<file path="src/rtl/pxro_pkg.sv">
package pxro_pkg;

    // Address width for a count of items, never below one bit.
    function automatic int idx_w(input int n);
        return (n <= 1) ? 1 : $clog2(n);
    endfunction

    localparam int DEF_ROWS = 4;
    localparam int DEF_COLS = 8;
    localparam int DEF_TS_W = 10;

endpackage

</file>
<file path="src/rtl/pxro_tsgen.sv">
module pxro_tsgen #(
    parameter int TS_W = pxro_pkg::DEF_TS_W
) (
    input  logic            clk,
    input  logic            rst,
    output logic [TS_W-1:0] ts_o
);
    always_ff @(posedge clk) begin
        if (rst) ts_o <= '0;
        else     ts_o <= ts_o + 1'b1;
    end
endmodule

</file>
<file path="src/rtl/pxro_cell.sv">
module pxro_cell #(
    parameter int TS_W = pxro_pkg::DEF_TS_W
) (
    input  logic            clk,
    input  logic            rst,
    input  logic            hit_i,
    input  logic [TS_W-1:0] ts_i,
    input  logic            clr_i,
    output logic            pend_o,
    output logic [TS_W-1:0] ts_o
);
    logic hit_q;
    logic rise;

    assign rise = hit_i & ~hit_q;

    always_ff @(posedge clk) begin
        if (rst) begin
            hit_q  <= 1'b0;
            pend_o <= 1'b0;
            ts_o   <= '0;
        end else begin
            hit_q <= hit_i;
            if (clr_i) begin
                pend_o <= 1'b0;
            end else if (rise && !pend_o) begin
                pend_o <= 1'b1;
                ts_o   <= ts_i;
            end
        end
    end
endmodule

</file>
<file path="src/rtl/pxro_prio.sv">
module pxro_prio #(
    parameter int N  = 32,
    parameter int IW = pxro_pkg::idx_w(N)
) (
    input  logic [N-1:0]  req_i,
    output logic          any_o,
    output logic [IW-1:0] idx_o,
    output logic [N-1:0]  gnt_o
);
    logic [IW-1:0] pick;

    always_comb begin
        pick = '0;
        for (int i = N - 1; i >= 0; i--) begin
            if (req_i[i]) pick = IW'(i);
        end
    end

    always_comb begin
        gnt_o = '0;
        if (|req_i) gnt_o[pick] = 1'b1;
    end

    assign any_o = |req_i;
    assign idx_o = pick;
endmodule

</file>
<file path="src/rtl/pxro_top.sv">
module pxro_top #(
    parameter int N_ROWS = pxro_pkg::DEF_ROWS,
    parameter int N_COLS = pxro_pkg::DEF_COLS,
    parameter int TS_W   = pxro_pkg::DEF_TS_W
) (
    input  logic                                  clk,
    input  logic                                  rst,
    input  logic [N_ROWS*N_COLS-1:0]              hit_i,
    input  logic                                  rd_i,
    output logic [TS_W-1:0]                       ts_o,
    output logic                                  pend_any_o,
    output logic                                  dout_vld_o,
    output logic [pxro_pkg::idx_w(N_ROWS)+pxro_pkg::idx_w(N_COLS)+TS_W-1:0] dout_o
);
    localparam int N_PIX = N_ROWS * N_COLS;
    localparam int IW    = pxro_pkg::idx_w(N_PIX);
    localparam int RW    = pxro_pkg::idx_w(N_ROWS);
    localparam int CW    = pxro_pkg::idx_w(N_COLS);
    localparam int DW    = RW + CW + TS_W;

    logic [N_PIX-1:0] pend;
    logic [N_PIX-1:0] gnt;
    logic [N_PIX-1:0] clr;
    logic [TS_W-1:0]  cell_ts [N_PIX];
    logic             any;
    logic [IW-1:0]    sel_idx;
    logic [RW-1:0]    sel_row;
    logic [CW-1:0]    sel_col;
    logic [TS_W-1:0]  sel_ts;
    logic             serve;

    pxro_tsgen #(.TS_W(TS_W)) u_ts (
        .clk  (clk),
        .rst  (rst),
        .ts_o (ts_o)
    );

    for (genvar p = 0; p < N_PIX; p++) begin : g_cell
        pxro_cell #(.TS_W(TS_W)) u_cell (
            .clk    (clk),
            .rst    (rst),
            .hit_i  (hit_i[p]),
            .ts_i   (ts_o),
            .clr_i  (clr[p]),
            .pend_o (pend[p]),
            .ts_o   (cell_ts[p])
        );
    end

    pxro_prio #(.N(N_PIX), .IW(IW)) u_prio (
        .req_i (pend),
        .any_o (any),
        .idx_o (sel_idx),
        .gnt_o (gnt)
    );

    assign serve = rd_i & any;
    assign clr   = serve ? gnt : '0;

    always_comb begin
        sel_row = RW'(int'(sel_idx) / N_COLS);
        sel_col = CW'(int'(sel_idx) % N_COLS);
        sel_ts  = cell_ts[sel_idx];
    end

    always_ff @(posedge clk) begin
        if (rst) begin
            dout_vld_o <= 1'b0;
            dout_o     <= '0;
        end else begin
            dout_vld_o <= serve;
            if (serve) dout_o <= DW'({sel_row, sel_col, sel_ts});
        end
    end

    assign pend_any_o = any;
endmodule

</file>
<file path="config.mk">
export PLATFORM = sky130hd
export DESIGN_NAME = pxro_top
export DESIGN_NICKNAME = d
export VERILOG_FILES = /design/src/rtl/pxro_pkg.sv /design/src/rtl/pxro_tsgen.sv /design/src/rtl/pxro_cell.sv /design/src/rtl/pxro_prio.sv /design/src/rtl/pxro_top.sv
export SDC_FILE = /design/constraint.sdc
export NUM_CORES = 1
export LEC_CHECK = 0
export CAP_MARGIN = 10
export CORE_ASPECT_RATIO = 0.9
export CORE_MARGIN = 10
export CORE_UTILIZATION = 58
export CTS_BUF_LIST = sky130_fd_sc_hd__clkbuf_4 sky130_fd_sc_hd__clkbuf_8
export CTS_CLUSTER_DIAMETER = 40
export CTS_CLUSTER_SIZE = 25
export DETAILED_ROUTE_END_ITERATION = 16
export HOLD_SLACK_MARGIN = 0.15
export PLACE_DENSITY_LB_ADDON = 0.08
export SETUP_SLACK_MARGIN = 0.02
export SYNTH_ARGS = -nofsm -noshare
export SYNTH_HDL_FRONTEND = slang
export SYNTH_HIERARCHICAL = 1
export SYNTH_SLANG_ARGS = --single-unit
</file>
<file path="constraint.sdc">
create_clock -name clk -period 3.15 [get_ports clk]
set_input_delay 0.7875 -clock clk [delete_from_list [all_inputs] [get_ports clk]]
set_output_delay 0.7875 -clock clk [all_outputs]
set_load 0.03 [all_outputs]
</file>
==> flow_metrics.py, run 1 <==
metrics = {
    "placement": {
        "portBuffers": 61,
        "placed_cell_area_um2": 25000,
        "gp_congestion": 0.939,
        "post-place-ws_ps": -354,
        "dp_hpwl_um": 41900,
    },
    "synth": {
        "synth_warnings": 6,
        "syn_inst": 2109,
        "synth_top_flop_cell": "dfxtp_1",
        "syn_area_um2": 22900,
        "yosysSeqAreaShare_pct": 35.8,
        "ys_ff_latch": 410,
        "synth-edff-count": 0,
        "syn-num-nets": 2145,
        "ys_types": 59,
        "synth_area_per_cell_um2": 10.9,
        "synthArstFlopShare_pct": 0,
    },
    "floorplan": {
        "initial_core_util_pct": 58.3,
        "core_um2": 39300,
        "rows": 69,
        "die_h_um": 209,
        "dieArea_um2": 47900,
        "fp.dieW_um": 230,
        "ios": 62,
    },
    "run_status": {
        "run_status": "complete, but fails checks",
        "violations": "negative setup slack",
    },
    "cts": {
        "clkLatencyLatePin_ps": 670,
        "h-tree-depth": 2,
        "cts-root-buf": "clkbuf_8",
        "clock-sinks": 410,
        "clkTransAtPathRegs_ps": 80,
        "cts_tree": "built",
        "cts-hold-fix-buffers": 0,
        "numCtsBuffers": 56,
        "clockBufferDepth": 3,
    },
    "drt": {
        "dr.pass1.iters": 5,
        "drc_errors": 0,
        "drt_iter0_drc": 1369,
        "wirelength_um": 63700,
        "avgViaCountPerCell": 5.68,
        "wire_per_inst_um": 22.2,
        "vias": 16300,
        "ant_nets": 0,
    },
    "finish": {
        "final_common_cell": "or2b_2",
        "syn2layout_area_growth_pct": 19.3,
        "fillCellCount": 2972,
        "stdcell_area_um2": 27300,
        "layout_common_cells": "or2b_2 (544), dfxtp_1 (401), mux2i_1 (394)",
        "postLayoutCoreUtil_pct": 69.6,
        "layout-drive-gt1-share_pct": 43.2,
        "fin_nets": 2325,
    },
    "timing": {
        "period_share_pct": 103,
        "finalSetupViolCount": 11,
        "final.setup_skew_ps": 25.7,
        "hold_violations": 0,
        "layout_setup_ws_ps": -104,
        "period_needed_ps": 3250,
        "drv_slew": 0,
        "rsz0062_at_grt": "true",
        "final.setup.tns_ps": -730,
        "slew_headroom_pct": 53.9,
        "max_freq_mhz": 307,
        "worst_pin_slew_ps": 687,
        "whs_ps": 456,
    },
    "global_route": {
        "grt-ovfl-total": 0,
        "grtUsageTotal_pct": 26.0,
        "grt_max_degree": 108,
        "antenna_found_initial": 1,
        "first_global_vias": 16500,
        "grt_pass1_wl_um": 98400,
    },
    "setup_path": {
        "path_max_fanout": 7,
        "worstPathArrival_ps": 3800,
        "rr_worst_depth": 12,
        "worstSetupEndpointType": "flip-flop",
        "critPathKind": "flip-flop to flip-flop",
        "crit_required_ps": 3700,
        "start_kind": "flip-flop",
    },
    "power": {
        "pwr-share-seq_pct": 41.1,
        "p_int_mw": 9.25,
        "pwr-share-comb_pct": 21.6,
        "pwr-share-clk_pct": 37.3,
        "peakVddDrop_mv": 0.357,
        "p_sw_mw": 3.95,
        "leakage_nw": 9.84,
        "switching_share_pct": 29.9,
        "powerDensity_nw_per_um2": 483,
    },
    "job": {
        "cap_violations": 0,
    },
    "worst_hold_path": {
        "min_path_cells": 2,
        "hold_class": "flip-flop to flip-flop",
    },
}
registers in the layout, summed over array words and instances, names as in the netlist:
| register | flops |
|---|---|
| g_cell.u_cell/ts_o | 320 |
| u_ts/ts_o | 10 |
| g_cell.u_cell/hit_q | 32 |
| g_cell.u_cell/pend_o | 32 |
| dout_vld_o | 1 |
| dout_o | 15 |
final cells by class:
| cell class | instances | area [µm²] | area share (%) |
|---|---|---|---|
| clock inverters | 39 | 458 | 1.68 |
| repair buffers | 265 | 2970 | 10.9 |
| repair inverters | 1 | 16.3 | 0.0595 |
| flip-flops and latches | 410 | 8230 | 30.1 |
| well taps | 532 | 666 | 2.44 |
| inverters | 8 | 42.5 | 0.156 |
| multi-input cells | 1547 | 14100 | 51.5 |
| diodes | 1 | 2.50 | 0.00916 |
| clock buffers | 67 | 885 | 3.24 |
metal layers:
layer	routed length, µm	track usage [%]
met5	0	0
met4	1820	9.17
met1	30000	37.1
met2	28000	39.0
met3	3880	4.28
per-stage QoR:
stage / instances / total power [mW]
6_report: 2870 / 13.2
5_1_grt: 2869 / 13.6
4_1_cts: 2853 / 13.2
3_5_place_dp: 2714 / 7.99
3_3_place_gp: 2714 / 7.96
2_1_floorplan: 2109 / 7.02
critical path, stage by stage, from the launching register on:
cell	delay, ps
dfxtp_4	390
nor2_2	60
a2111oi_4	350
buf_4	160
o211ai_1	160
a2111o_4	550
inv_12	120
buf_4	130
buf_16	130
mux4_2	570
a22oi_2	170
a21o_1	230
a31oi_1	110
what timing repair did:
item                       4_1_cts  5_1_grt
resized for setup               56       51
pin swaps                       39       32
setup endpoints to repair      159       95
buffers inserted                27       15
cloned                           6        3
synth_stat cells, types with 4 or more instances:
cell	instances	share of area (%)
a22oi_1	60	2.0
clkbuf_1	57	0.93
clkbuf_2	32	0.70
a32oi_1	10	0.38
nor3_2	7	0.31
nand3_1	16	0.35
o21ai_0	7	0.15
buf_2	14	0.31
nand2_1	20	0.33
nand4_1	5	0.14
dfxtp_1	410	36
nor3_1	26	0.57
mux2i_1	400	17
buf_4	5	0.16
or4_1	4	0.13
a21oi_1	14	0.31
and3_1	33	0.90
nor2_1	57	0.93
nor4_1	8	0.22
mux4_1	7	0.80
or2_2	4	0.11
inv_1	6	0.098
a211o_1	4	0.15
o21a_1	33	1.1
nor2b_1	72	2.0
mux4_2	33	3.2
a21o_1	6	0.20
a31oi_1	13	0.35
nor4b_4	32	3.3
nand2b_1	99	2.7
buf_6	33	1.6
or2b_2	544	21
power groups by stage:
stage               combinational, mW  sequential (mW)  clock, mW
floorplan                        1.45             5.58          0
global placement                 2.43             5.53          0
detailed placement               2.45             5.53          0
CTS                              2.75             5.42       5.00
global route                     2.99             5.43       5.23
finish                           2.86             5.42       4.92
final timing paths:
path	to	slack, ps	from
max	dout_o[6]$_SDFFE_PP0P_	-100	g_cell[27].u_cell/pend_o$_SDFFE_PP0P_
min	dout_o[11]$_SDFFE_PP0P_	460	dout_o[11]$_SDFFE_PP0P_
max reg2reg	dout_o[6]$_SDFFE_PP0P_	-100	g_cell[27].u_cell/pend_o$_SDFFE_PP0P_
min reg2reg	dout_o[11]$_SDFFE_PP0P_	460	dout_o[11]$_SDFFE_PP0P_
kinds of logic (layout without fill, tap and decap cells):
logic type | count (synthesis) | count (layout) | share of synthesized area, %
XOR/XNOR | 3 | 3 | 0.115
AND/OR/NAND/NOR | 940 | 940 | 33.2
other | 0 | 1 | 0
buffers and inverters | 152 | 380 | 4.05
AO/OA/AOI/OAI | 163 | 163 | 5.25
multiplexers | 440 | 440 | 21.5
flip-flops | 410 | 410 | 35.8
adder cells (fa/ha/maj) | 1 | 1 | 0.0546
No activity file was read; power rests on OpenSTA's default activity.
==> run 2: changes to the inputs <==
--- a/config.mk
+++ b/config.mk
@@ -15,6 +15,7 @@
 export DETAILED_ROUTE_END_ITERATION = 16
 export HOLD_SLACK_MARGIN = 0.15
 export PLACE_DENSITY_LB_ADDON = 0.08
+export REMOVE_ABC_BUFFERS = 1
 export SETUP_SLACK_MARGIN = 0.02
 export SYNTH_ARGS = -nofsm -noshare
 export SYNTH_HDL_FRONTEND = slang
==> flow_metrics.py, run 2 (synthesis gave the netlist of run 1 again) <==
metrics = {
    "run_status": {
        "run_status": "complete, but fails checks",
        "violations": "negative setup slack",
    },
    "timing": {
        "period_share_pct": 101,
        "layout_setup_ws_ps": -29.2,
        "final.setup_skew_ps": 48.1,
        "rsz0062_at_grt": "true",
        "slew_headroom_pct": 50.6,
        "final.setup.tns_ps": -75.9,
        "finalSetupViolCount": 7,
        "drv_slew": 0,
        "period_needed_ps": 3180,
        "worst_pin_slew_ps": 737,
        "max_freq_mhz": 315,
        "hold_violations": 0,
    },
    "power": {
        "finalPower_mw": 13.4,
        "powerDensity_nw_per_um2": 499,
        "peakVddDrop_mv": 0.369,
        "leakage_nw": 9.58,
    },
    "finish": {
        "fillCellCount": 3034,
        "regArea_um2": 8210,
        "final_cell_count_no_fill": 2817,
        "fin_nets": 2272,
        "largest_reg_flops": 320,
        "layout_common_cells": "or2b_2 (544), dfxtp_1 (406), mux2i_1 (392)",
        "regMostFlops": "g_cell.u_cell/ts_o",
        "layout-drive-gt1-share_pct": 41.1,
        "syn2layout_area_growth_pct": 17.3,
        "final_common_cell": "or2b_2",
        "reg.largest.list": "g_cell.u_cell/ts_o x320, g_cell.u_cell/hit_q x32, g_cell.u_cell/pend_o x32",
        "stdcell_area_um2": 26900,
        "antenna_cells": 0,
        "multi_input_area_um2": 14000,
    },
    "floorplan": {
        "fp.dieW_um": 230,
        "ios": 62,
        "rows": 69,
        "die_h_um": 209,
        "dieArea_um2": 47900,
        "core_um2": 39300,
        "initial_core_util_pct": 58.3,
    },
    "cts": {
        "clkLatencyLatePin_ps": 690,
        "cts-root-buf": "clkbuf_8",
        "numCtsBuffers": 57,
        "clockBufferDepth": 3,
        "cts_tree": "built",
        "cts-hold-fix-buffers": 0,
        "h-tree-depth": 2,
        "clock-sinks": 410,
        "clkTransAtPathRegs_ps": 90,
    },
    "setup_path": {
        "cp_cell_sequence": "nand2b_4 > a2111oi_4 > buf_4 > o211ai_1 > a2111o_4 > clkinv_8 > buf_16 > buf_4 > nor3_1 > and3_1 > nor4b_4 > buf_6 > buf_12 > mux2i_1",
        "worstSetupEndpointType": "flip-flop",
        "crit_top_cell": "buf_4",
        "cp_slowest_cell": "a2111o_4",
        "start_kind": "flip-flop",
        "critPathKind": "flip-flop to flip-flop",
        "path_max_fanout": 6,
        "worstPathArrival_ps": 3780,
        "crit_required_ps": 3750,
        "max_stage_delay_ps": 560,
    },
    "global_route": {
        "grt-ovfl-total": 0,
        "grt_max_degree": 144,
        "grtUsageTotal_pct": 25.0,
        "antenna_found_initial": 0,
        "grt_pass1_wl_um": 95300,
        "first_global_vias": 16300,
    },
    "placement": {
        "placed_cell_area_um2": 24900,
        "gp_congestion": 0.945,
        "placedCellCount": 2690,
        "portBuffers": 61,
        "dp_hpwl_um": 40000,
        "post-place-ws_ps": -385,
    },
    "drt": {
        "drc_errors": 0,
        "ant_nets": 0,
        "avgViaCountPerCell": 5.67,
        "vias": 16000,
        "wire_per_inst_um": 21.8,
        "dr.pass1.iters": 5,
        "wirelength_um": 61400,
        "drt_iter0_drc": 1104,
    },
    "worst_hold_path": {
        "hold_class": "flip-flop to flip-flop",
    },
    "job": {
        "cap_violations": 0,
    },
}
==> run 2: worst paths after layout <==
path                                    startpoint                                     to  slack [ps]  cells past startpoint
min                        dout_o[12]$_SDFFE_PP0P_                dout_o[12]$_SDFFE_PP0P_         460                      2
max reg2reg  g_cell[30].u_cell/pend_o$_SDFFE_PP0P_  g_cell[4].u_cell/ts_o[8]$_SDFFE_PP0P_         -30                     14
max          g_cell[30].u_cell/pend_o$_SDFFE_PP0P_  g_cell[4].u_cell/ts_o[8]$_SDFFE_PP0P_         -30                     14
min reg2reg                dout_o[12]$_SDFFE_PP0P_                dout_o[12]$_SDFFE_PP0P_         460                      2
==> run 2: power by group <==
| part | switching, mW | internal [mW] |
|---|---|---|
| Clock | 2.53 | 2.81 |
| Combinational | 1.38 | 1.27 |
| Sequential | 0.115 | 5.31 |
==> run 2: metal layers <==
layer  up-vias  GRT usage, %  part of all wire [%]
met5         -             0                     0
met4         0          8.37                   2.6
met3       102          4.18                   5.3
met2       395          38.4                    45
met1      7925          34.9                    48
li1       7555             -                     -
==> run 2: cell type report <==
cell class              count  share of cell area, %
multi-input cells        1547                   52.0
flip-flops and latches    410                   30.6
repair buffers            212                   9.20
clock buffers              64                   3.21
well taps                 532                   2.48
clock inverters            44                   2.36
inverters                   8                  0.168
==> run 2: critical path, delay by kind of cell, from the launching register on <==
kind / cells / cell delay [ps]
compound gates: 3 / 1020
buf+inv: 6 / 880
flops: 1 / 330
mux: 1 / 210
simple gates: 4 / 650
==> run 2: stage by stage <==
stage,hold slack [ps],util [%]
global placement,444,63.3
global route,491,68.4
finish,464,68.4
detailed placement,448,63.3
floorplan,445,-
CTS,464,67.7
==> run 2: what timing repair did <==
item	in CTS	in global routing
resized for setup	34	39
pin swaps	16	16
cloned	2	4
buffers inserted	8	6
endpoints found under the setup margin	81	114
==> run 3: changes to the inputs <==
--- a/config.mk
+++ b/config.mk
@@ -17,7 +17,9 @@
 export PLACE_DENSITY_LB_ADDON = 0.08
 export REMOVE_ABC_BUFFERS = 1
 export SETUP_SLACK_MARGIN = 0.02
+export SKIP_CTS_REPAIR_TIMING = 1
 export SYNTH_ARGS = -nofsm -noshare
 export SYNTH_HDL_FRONTEND = slang
 export SYNTH_HIERARCHICAL = 1
 export SYNTH_SLANG_ARGS = --single-unit
+export TNS_END_PERCENT = 100
==> flow_metrics.py, run 3 (synthesis gave the netlist of run 1 again) <==
metrics = {
    "run_status": {
        "run_status": "complete, but fails checks",
        "violations": "negative setup slack",
    },
    "finish": {
        "final_common_cell": "or2b_2",
        "largest_reg_flops": 320,
        "antenna_cells": 0,
        "syn2layout_area_growth_pct": 16.9,
        "layout_common_cells": "or2b_2 (544), dfxtp_1 (405), mux2i_1 (397)",
        "reg.largest.list": "g_cell.u_cell/ts_o x320, g_cell.u_cell/hit_q x32, g_cell.u_cell/pend_o x32",
        "postLayoutCoreUtil_pct": 68.2,
        "layout-drive-gt1-share_pct": 40.7,
        "regMostFlops": "g_cell.u_cell/ts_o",
        "fin_nets": 2269,
    },
    "floorplan": {
        "core_um2": 39300,
        "die_h_um": 209,
        "initial_core_util_pct": 58.3,
        "fp.dieW_um": 230,
        "rows": 69,
        "ios": 62,
        "dieArea_um2": 47900,
    },
    "drt": {
        "wire_per_inst_um": 21.9,
        "avgViaCountPerCell": 5.66,
        "ant_nets": 0,
        "vias": 15900,
        "drt_iter0_drc": 1098,
        "wirelength_um": 61500,
        "dr.pass1.iters": 5,
        "drc_errors": 0,
    },
    "cts": {
        "clockBufferDepth": 3,
        "clkLatencyLatePin_ps": 690,
        "h-tree-depth": 2,
        "numCtsBuffers": 57,
        "cts_tree": "built",
        "clkTransAtPathRegs_ps": 90,
        "clock-sinks": 410,
        "cts-root-buf": "clkbuf_8",
    },
    "setup_path": {
        "rrSetupSlack_ps": -110,
        "cp_slowest_cell": "a2111o_4",
        "max_stage_delay_ps": 590,
        "critPathKind": "flip-flop to flip-flop",
        "worstPathArrival_ps": 3860,
        "path_max_fanout": 7,
        "worstSetupEndpointType": "flip-flop",
        "crit_required_ps": 3750,
        "start_kind": "flip-flop",
        "cp_cell_sequence": "nor2_2 > a2111oi_4 > buf_4 > o211ai_1 > a2111o_4 > clkinv_8 > buf_16 > buf_8 > nor3_2 > and3_4 > nor4b_4 > buf_6 > buf_12 > mux2i_1",
        "worst-path-buf-inv": 6,
        "critical-path-top-delay-family": "compound AO/OA/AOI/OAI gates",
    },
    "timing": {
        "max_freq_mhz": 307,
        "worst_pin_slew_ps": 715,
        "period_needed_ps": 3260,
        "hold_violations": 0,
        "drv_slew": 0,
        "slew_headroom_pct": 52.1,
        "layout_setup_ws_ps": -110,
        "final.setup.tns_ps": -1980,
        "finalSetupViolCount": 41,
        "final.setup_skew_ps": 47.2,
        "period_share_pct": 104,
        "rsz0062_at_grt": "true",
    },
    "global_route": {
        "grt_pass1_wl_um": 94500,
        "grt-ovfl-total": 0,
        "antenna_found_initial": 0,
        "grt_max_degree": 144,
        "first_global_vias": 16200,
        "grtUsageTotal_pct": 24.7,
    },
    "power": {
        "finalPower_mw": 13.4,
        "powerDensity_nw_per_um2": 500,
        "peakVddDrop_mv": 0.365,
        "leakage_nw": 9.56,
    },
    "placement": {
        "portBuffers": 61,
        "post-place-ws_ps": -385,
        "gp_congestion": 0.945,
        "dp_hpwl_um": 40000,
    },
    "job": {
        "cap_violations": 0,
    },
    "worst_hold_path": {
        "hold_class": "flip-flop to flip-flop",
    },
}
-- run 3: cell count changes in the layout (fill, tap and decap cells not counted), sizes merged --
cell and change:
buf -6, clkbuf +2, dlymetal6s2s +1
-- run 3: worst paths after layout --
check | endpoint | cells after the start | start
worst max register to register | g_cell[4].u_cell/ts_o[8]$_SDFFE_PP0P_ | 14 | g_cell[27].u_cell/pend_o$_SDFFE_PP0P_
worst max-delay path | g_cell[4].u_cell/ts_o[8]$_SDFFE_PP0P_ | 14 | g_cell[27].u_cell/pend_o$_SDFFE_PP0P_
worst min-delay path | dout_o[13]$_SDFFE_PP0P_ | 2 | dout_o[13]$_SDFFE_PP0P_
worst min register to register | dout_o[13]$_SDFFE_PP0P_ | 2 | dout_o[13]$_SDFFE_PP0P_
-- run 3: stage by stage --
stage          hold WS, ps  std cells  cell area, µm²
6_report               463       2814           26800
4_1_cts                464       2798           26300
3_5_place_dp           448       2690           24900
2_1_floorplan          445       1965           22000
3_3_place_gp           444       2690           24900
5_1_grt                491       2814           26800
-- run 3: area by class of cell --
class                           instances  area (µm²)
Multi-Input combinational cell       1547       13900
Timing Repair Buffer                  209        2430
Sequential cell                       410        8210
Tap cell                              532         666
Inverter                                8        45.0
Clock inverter                         44         633
Clock buffer                           64         862
Fill cell                            3039       12500
-- run 3: power breakdown --
part,switching [mW],internal (mW)
combinational,1.38,1.23
sequential,0.116,5.31
clock,2.54,2.81
total,4.03,9.35
-- run 3: per-layer routing --
| layer | vias to the layer above | track usage, % | part of all wire (%) |
|---|---|---|---|
| li1 | 7547 | - | - |
| met1 | 7870 | 34.3 | 47 |
| met2 | 426 | 38.4 | 45 |
| met3 | 94 | 4.35 | 6.0 |
| met4 | 0 | 7.51 | 2.2 |
| met5 | - | 0 | 0 |
-- run 3: worst register-to-register path, delay by kind of cell, from the launching register on --
family | cells | cell delay (ps)
compound gates | 3 | 1120
buf+inv | 6 | 900
simple gates | 4 | 550
flops | 1 | 370
mux | 1 | 220
